## src/rtl/aux_evt_pkg.sv

```systemverilog
package aux_evt_pkg;
    localparam int TIME_W  = 64;
    localparam int REG_W   = 32;
    localparam int ADDR_W  = 3;
    localparam int N_AUX   = 2;

    // Event and mask bit positions (shared by event and control registers)
    localparam int EVB_TGT = 1;
    localparam int EVB_AUX = 2;   // slave = EVB_AUX, master = EVB_AUX + 1
    localparam int EVB_PPS = 4;
    localparam int EV_W    = 5;

    // Register offsets
    localparam logic [ADDR_W-1:0] OFF_CTRL   = 3'd0;
    localparam logic [ADDR_W-1:0] OFF_EVT    = 3'd1;
    localparam logic [ADDR_W-1:0] OFF_TGT_LO = 3'd2;
    localparam logic [ADDR_W-1:0] OFF_TGT_HI = 3'd3;
    localparam logic [ADDR_W-1:0] OFF_SNAP0  = 3'd4;

    typedef enum logic {
        CH_ARMED = 1'b0,
        CH_HELD  = 1'b1
    } ch_state_e;
endpackage

```

## src/rtl/aux_edge_sync.sv

```systemverilog
module aux_edge_sync #(
    parameter int STAGES = 2
) (
    input  logic clk,
    input  logic rst_n,
    input  logic async_in,
    output logic rise
);
    logic [STAGES:0] pipe_q;

    always_ff @(posedge clk or negedge rst_n) begin
        if (!rst_n) pipe_q <= '0;
        else        pipe_q <= {pipe_q[STAGES-1:0], async_in};
    end

    assign rise = pipe_q[STAGES-1] & ~pipe_q[STAGES];

    // an edge yields exactly one pulse, a level yields none afterwards
    a_r9_single_pulse: assert property (@(posedge clk) disable iff (!rst_n)
        rise |=> !rise);
endmodule

```

## src/rtl/aux_capture_ch.sv

```systemverilog
module aux_capture_ch
    import aux_evt_pkg::*;
#(
    parameter int TW = TIME_W
) (
    input  logic          clk,
    input  logic          rst_n,
    input  logic          rise,
    input  logic          ack,
    input  logic [TW-1:0] sys_time,
    output logic          flag,
    output logic [TW-1:0] snap
);
    ch_state_e state_q, state_d;

    always_comb begin
        state_d = state_q;
        unique case (state_q)
            CH_ARMED: if (rise) state_d = CH_HELD;   // CAPTURE
            CH_HELD:  if (ack)  state_d = CH_ARMED;  // RELEASE
        endcase
    end

    always_ff @(posedge clk or negedge rst_n) begin
        if (!rst_n) state_q <= CH_ARMED;
        else        state_q <= state_d;
    end

    always_ff @(posedge clk or negedge rst_n) begin
        if (!rst_n)                            snap <= '0;
        else if (state_q == CH_ARMED && rise)  snap <= sys_time;
    end

    assign flag = (state_q == CH_HELD);

    a_r2_capture: assert property (@(posedge clk) disable iff (!rst_n)
        (!flag && rise) |=> (flag && snap == $past(sys_time)));
    a_r3_snap_frozen: assert property (@(posedge clk) disable iff (!rst_n)
        flag |=> $stable(snap));
    a_r10_ack_wins: assert property (@(posedge clk) disable iff (!rst_n)
        (flag && ack) |=> !flag);
endmodule

```

## src/rtl/target_cmp.sv

```systemverilog
module target_cmp
    import aux_evt_pkg::*;
#(
    parameter int TW = TIME_W
) (
    input  logic          clk,
    input  logic          rst_n,
    input  logic [TW-1:0] sys_time,
    input  logic [TW-1:0] target,
    input  logic          ack,
    output logic          pending
);
    logic reached;
    assign reached = (sys_time >= target);

    always_ff @(posedge clk or negedge rst_n) begin
        if (!rst_n) pending <= 1'b0;
        else        pending <= (pending & ~ack) | reached;
    end

    a_r5_reached_sets: assert property (@(posedge clk) disable iff (!rst_n)
        (sys_time >= target) |=> pending);
    a_r4_held_without_ack: assert property (@(posedge clk) disable iff (!rst_n)
        (pending && !ack) |=> pending);
endmodule

```

## src/rtl/aux_event_unit.sv

```systemverilog
module aux_event_unit
    import aux_evt_pkg::*;
#(
    parameter int SYNC_STAGES = 2
) (
    input  logic              clk,
    input  logic              rst_n,
    input  logic [TIME_W-1:0] sys_time,
    input  logic              aux_slave,
    input  logic              aux_master,
    input  logic              pps_tick,
    input  logic              reg_wr,
    input  logic [ADDR_W-1:0] reg_addr,
    input  logic [REG_W-1:0]  reg_wdata,
    output logic [REG_W-1:0]  reg_rdata,
    output logic              irq
);
    logic [N_AUX-1:0]  aux_vec;
    logic [N_AUX-1:0]  aux_rise;
    logic [N_AUX-1:0]  aux_flag;
    logic [TIME_W-1:0] aux_snap [N_AUX];

    logic [EV_W-1:0]   mask_q;
    logic [TIME_W-1:0] target_q;
    logic              pps_q;
    logic              tgt_pend;
    logic [EV_W-1:0]   evt_vec;
    logic              evt_wr;
    logic [EV_W-1:0]   ack_vec;

    assign aux_vec = {aux_master, aux_slave};
    assign evt_wr  = reg_wr && (reg_addr == OFF_EVT);
    assign ack_vec = evt_wr ? reg_wdata[EV_W-1:0] : '0;

    generate
        for (genvar c = 0; c < N_AUX; c++) begin : g_ch
            aux_edge_sync #(.STAGES(SYNC_STAGES)) u_sync (
                .clk      (clk),
                .rst_n    (rst_n),
                .async_in (aux_vec[c]),
                .rise     (aux_rise[c])
            );
            aux_capture_ch #(.TW(TIME_W)) u_cap (
                .clk      (clk),
                .rst_n    (rst_n),
                .rise     (aux_rise[c]),
                .ack      (ack_vec[EVB_AUX+c]),
                .sys_time (sys_time),
                .flag     (aux_flag[c]),
                .snap     (aux_snap[c])
            );
        end
    endgenerate

    target_cmp #(.TW(TIME_W)) u_tgt (
        .clk      (clk),
        .rst_n    (rst_n),
        .sys_time (sys_time),
        .target   (target_q),
        .ack      (ack_vec[EVB_TGT]),
        .pending  (tgt_pend)
    );

    // Control, target and pulse-per-second registers
    always_ff @(posedge clk or negedge rst_n) begin
        if (!rst_n) begin
            mask_q   <= '0;
            target_q <= '1;
            pps_q    <= 1'b0;
        end else begin
            pps_q <= (pps_q & ~ack_vec[EVB_PPS]) | pps_tick;
            if (reg_wr) begin
                case (reg_addr)
                    OFF_CTRL:   mask_q <= {reg_wdata[EV_W-1:1], 1'b0};
                    OFF_TGT_LO: target_q[REG_W-1:0] <= reg_wdata;
                    OFF_TGT_HI: target_q[TIME_W-1:REG_W] <= reg_wdata;
                    default: ;
                endcase
            end
        end
    end

    always_comb begin
        evt_vec          = '0;
        evt_vec[EVB_TGT] = tgt_pend;
        evt_vec[EVB_PPS] = pps_q;
        for (int c = 0; c < N_AUX; c++) evt_vec[EVB_AUX+c] = aux_flag[c];
    end

    assign irq = |(evt_vec & mask_q);

    always_comb begin
        reg_rdata = '0;
        case (reg_addr)
            OFF_CTRL:   reg_rdata[EV_W-1:0] = mask_q;
            OFF_EVT:    reg_rdata[EV_W-1:0] = evt_vec;
            OFF_TGT_LO: reg_rdata = target_q[REG_W-1:0];
            OFF_TGT_HI: reg_rdata = target_q[TIME_W-1:REG_W];
            3'd4:       reg_rdata = aux_snap[0][REG_W-1:0];
            3'd5:       reg_rdata = aux_snap[0][TIME_W-1:REG_W];
            3'd6:       reg_rdata = aux_snap[1][REG_W-1:0];
            3'd7:       reg_rdata = aux_snap[1][TIME_W-1:REG_W];
            default:    reg_rdata = '0;
        endcase
    end

    a_r7_no_mask_no_irq: assert property (@(posedge clk) disable iff (!rst_n)
        (mask_q == '0) |-> !irq);
    a_r7_pps_irq: assert property (@(posedge clk) disable iff (!rst_n)
        (pps_q && mask_q[EVB_PPS]) |-> irq);
    a_r6_pps_sets: assert property (@(posedge clk) disable iff (!rst_n)
        pps_tick |=> pps_q);
endmodule

```

## config.mk

```make
export PLATFORM = sky130hd
export DESIGN_NAME = aux_event_unit
export DESIGN_NICKNAME = d
export VERILOG_FILES = /design/src/rtl/aux_evt_pkg.sv /design/src/rtl/aux_edge_sync.sv /design/src/rtl/aux_capture_ch.sv /design/src/rtl/target_cmp.sv /design/src/rtl/aux_event_unit.sv
export SDC_FILE = /design/constraint.sdc
export NUM_CORES = 1
export LEC_CHECK = 0
export BUFFER_PORTS_ARGS = -buffer_cell sky130_fd_sc_hd__buf_2
export CAP_MARGIN = 20
export CORE_ASPECT_RATIO = 0.9
export CORE_MARGIN = 4
export CORE_UTILIZATION = 50
export CTS_BUF_LIST = sky130_fd_sc_hd__clkbuf_4 sky130_fd_sc_hd__clkbuf_8
export DETAILED_ROUTE_END_ITERATION = 10
export GPL_ROUTABILITY_DRIVEN = 0
export GPL_TIMING_DRIVEN = 0
export PLACE_DENSITY_LB_ADDON = 0.05
export SLEW_MARGIN = 5
export SYNTH_ARGS = -nofsm -noshare
export SYNTH_HDL_FRONTEND = slang
export SYNTH_HIERARCHICAL = 1
export SYNTH_SLANG_ARGS = --single-unit
```

## constraint.sdc

```tcl
create_clock -name clk -period 6.8 [get_ports clk]
set_input_delay 1.02 -clock clk [delete_from_list [all_inputs] [get_ports clk]]
set_output_delay 1.02 -clock clk [all_outputs]
set_load 0.1 [all_outputs]
```

==> impl_metrics.py <==
metrics = {
    "clock_tree": {
        "ctsResizeCount": 0,
        "cts_tree": "yes",
        "clk_pin_slew_ns": 0.06,
        "cts_setup_buffers": 0,
        "cts_sinks": 206,
        "ctsHoldBuffers": 0,
        "htree_levels": 2,
        "clockBufferDepth": 3,
        "clk_latency_ns": 0.54,
        "cts-buffers-inserted": 37,
        "cts_root_buf": "clkbuf_8",
    },
    "pwr": {
        "clkPwrFrac_pct": 26.2,
        "irDropWorstVdd_uv": 202,
        "power_density_nw_per_um2": 336,
        "total_power_mw": 4.60,
        "p_sw_share_pct": 33.2,
        "internal-power_mw": 3.07,
        "switching_power_mw": 1.53,
        "seqPwrFrac_pct": 41.0,
        "comb_power_share_pct": 32.8,
        "total_leakage_power_nw": 6.65,
    },
    "floorplanning": {
        "dieArea_sq_um": 26200,
        "initial_utilization_pct": 50.6,
        "die_h_um": 154,
        "fp-row-count": 53,
        "chipWidth_um": 170,
        "ios": 138,
        "core_sq_um": 23300,
    },
    "worst_setup_path": {
        "crit_path_end_kind": "primary output",
        "path_cells": "buf_2 -> buf_4 -> buf_2 -> buf_2 -> nand2_1 -> o21ai_0 -> buf_2",
        "critPathArrivalTime_ns": 3.30,
        "max_stage_delay_ns": 0.50,
        "start_kind": "primary input",
        "crit_fanout": 10,
        "cp_slowest_cell": "buf_2",
        "crit_type": "in -> out",
        "worst-endpoint-required_ns": 5.78,
        "critPathMostFrequentCell": "buf_2",
    },
    "route": {
        "drt-wirelength-per-cell_um": 23.3,
        "ant_nets": 0,
        "drcViolationCount": 0,
        "via_per_inst": 5.56,
        "vias": 7672,
        "drt_iter0_markers": 447,
        "routed_wl_um": 32200,
        "firstDrtPassIters": 5,
    },
    "grt": {
        "overflow": 0,
        "antenna_found_initial": 1,
        "grt_pass1_wl_um": 48900,
        "track_usage_pct": 24.6,
        "grt_max_degree": 109,
        "grt_pass1_vias": 7955,
    },
    "place": {
        "dp_hpwl_um": 22600,
        "post-place-ws_ns": 2.53,
        "port_buffers": 137,
        "dp_cells": 1313,
    },
    "synth": {
        "synthTopCellsByArea": "dfrtp_1 30%, mux2_4 19%, dfstp_2 14%",
        "yosysWarnings": 6,
        "yosys.area_share.xor_xnor_pct": 0,
        "yosys.area.top_type": "dfrtp_1",
        "synthMuxAreaShare_pct": 29.6,
        "synth-seq-cells": 206,
        "syn-num-nets": 1042,
        "synthAdderAreaFrac_pct": 6.77,
        "syn_area_sq_um": 11800,
        "avgSynthCellArea_sq_um": 13.5,
        "synth_top_family_by_area": "multiplexers",
        "synthArstFlopShare_pct": 100,
        "ys_seq_area_share_pct": 44.3,
        "synth_top_cell_area_share_pct": 30.1,
        "synth-simple-area-share_pct": 4.58,
        "synth.distinct_cells": 55,
        "synthCells": 873,
        "synthFlopType": "dfrtp_1",
        "synth_enable_flop_cells": 0,
        "synth_compound_area_share_pct": 8.01,
    },
    "timing": {
        "finalClockSkew_ns": 0.0305,
        "final-hold-violation-count": 0,
        "fmax_mhz": 232,
        "min_period_ns": 4.32,
        "max_slew_margin_pct": 41.4,
        "drv_slew": 0,
        "tightest_slew_ns": 0.857,
        "finalCritPeriodShare_pct": 63.5,
        "setup_viol": 0,
        "fin_tns_setup_ns": 0,
        "grt_setup_unrepaired": "false",
        "fin_ws_ns": 2.48,
    },
    "finish": {
        "fin_nets": 1219,
        "antenna_cells": 0,
        "utilization_pct": 58.6,
        "drive_above_1_share_pct": 48.8,
        "fin_cells": 1380,
        "mostFrequentLayoutCell": "mux2_4",
        "area_growth_pct": 15.8,
        "mostFrequentLayoutCells": "150 x mux2_4, 145 x buf_2, 142 x dfrtp_1",
    },
    "status": {
        "status": "finished, final reports clean",
    },
    "min_path": {
        "hold_class": "reg -> reg",
    },
    "run": {
        "maxCapViolCount": 0,
    },
}
synth_stat cells (all sizes together) (3+ instances only):
master / count
and2: 5
and4: 5
dfrtp: 142
dfstp: 64
a221oi: 7
a22oi: 9
nand4: 9
a21oi: 24
mux2i: 53
o22ai: 3
ha: 64
nand3: 11
inv: 71
o22a: 3
mux2: 204
nor2b: 7
mux4: 5
buf: 43
a22o: 4
o2bb2ai: 20
a221o: 18
and3: 3
nand2b: 4
a21o: 14
nor2: 27
nand2: 18
o21ai: 16
worst paths after layout:
check                                         startpoint  slack, ns                       end  depth (start not counted)
worst max-delay path                         reg_addr[1]       2.48             reg_rdata[20]                          7
worst min-delay path            g_ch[1].u_sync/pipe_q[0]       0.35  g_ch[1].u_sync/pipe_q[1]                          0
worst max register to register               target_q[0]       4.04             u_tgt/pending                          7
worst min register to register  g_ch[1].u_sync/pipe_q[0]       0.35  g_ch[1].u_sync/pipe_q[1]                          0
max in group asynchronous                          rst_n       5.32              target_q[14]                          2
min in group asynchronous                          rst_n       0.50  g_ch[1].u_sync/pipe_q[2]                          1
metrics by stage:
step	hold slack, ns	cell area [sq um]
final	0.350	13700
after detailed placement	0.337	12900
after global placement	0.333	12900
after CTS	0.350	13700
after global routing	0.371	13700
after floorplan	0.331	11800
registers in the layout, indices dropped and copies added, names as in the netlist:
| register | flops |
|---|---|
| pps_q | 1 |
| g_ch.u_cap/flag | 2 |
| mask_q | 4 |
| u_tgt/pending | 1 |
| target_q | 64 |
| g_ch.u_cap/snap | 128 |
| g_ch.u_sync/pipe_q | 6 |
critical path, delay by kind of cell:
| family | cells | cell delay, ns |
|---|---|---|
| AND/OR/NAND/NOR | 1 | 0.32 |
| AO/OA/AOI/OAI | 1 | 0.40 |
| buffers and inverters | 5 | 1.55 |
cell type report:
type	instances	area [sq um]
fillers	1973	9650
multi-input cells	551	5790
flip-flops and latches	206	5240
clock buffers	65	751
repair buffers	138	723
plain buffers	45	528
well taps	302	378
inverters	71	267
clock inverters	2	15.0
power groups by stage:
stage                     Sequential [mW]  Clock (mW)  Combinational, mW
after CTS                            1.88        1.24               1.51
after global routing                 1.93        1.30               1.62
after global placement               1.89           0               1.48
after detailed placement             1.89           0               1.51
after floorplan                      1.81           0               1.23
final                                1.88        1.21               1.51
metal layers:
metal	part of all wire, %	wire length (um)	GRT usage, %
met3	5.3	1700	4.32
met2	45	14500	37.3
met5	0.040	13	0
met1	48	15400	37.0
met4	1.8	576	5.78
logic make-up after synthesis:
kind of cell	after synthesis
adders and majority gates	64
and+or+nand+nor	97
muxes	262
buffers and inverters	116
AOI/OAI and AO/OA	128
DFF	206
No activity file was read; power rests on OpenSTA's default activity.
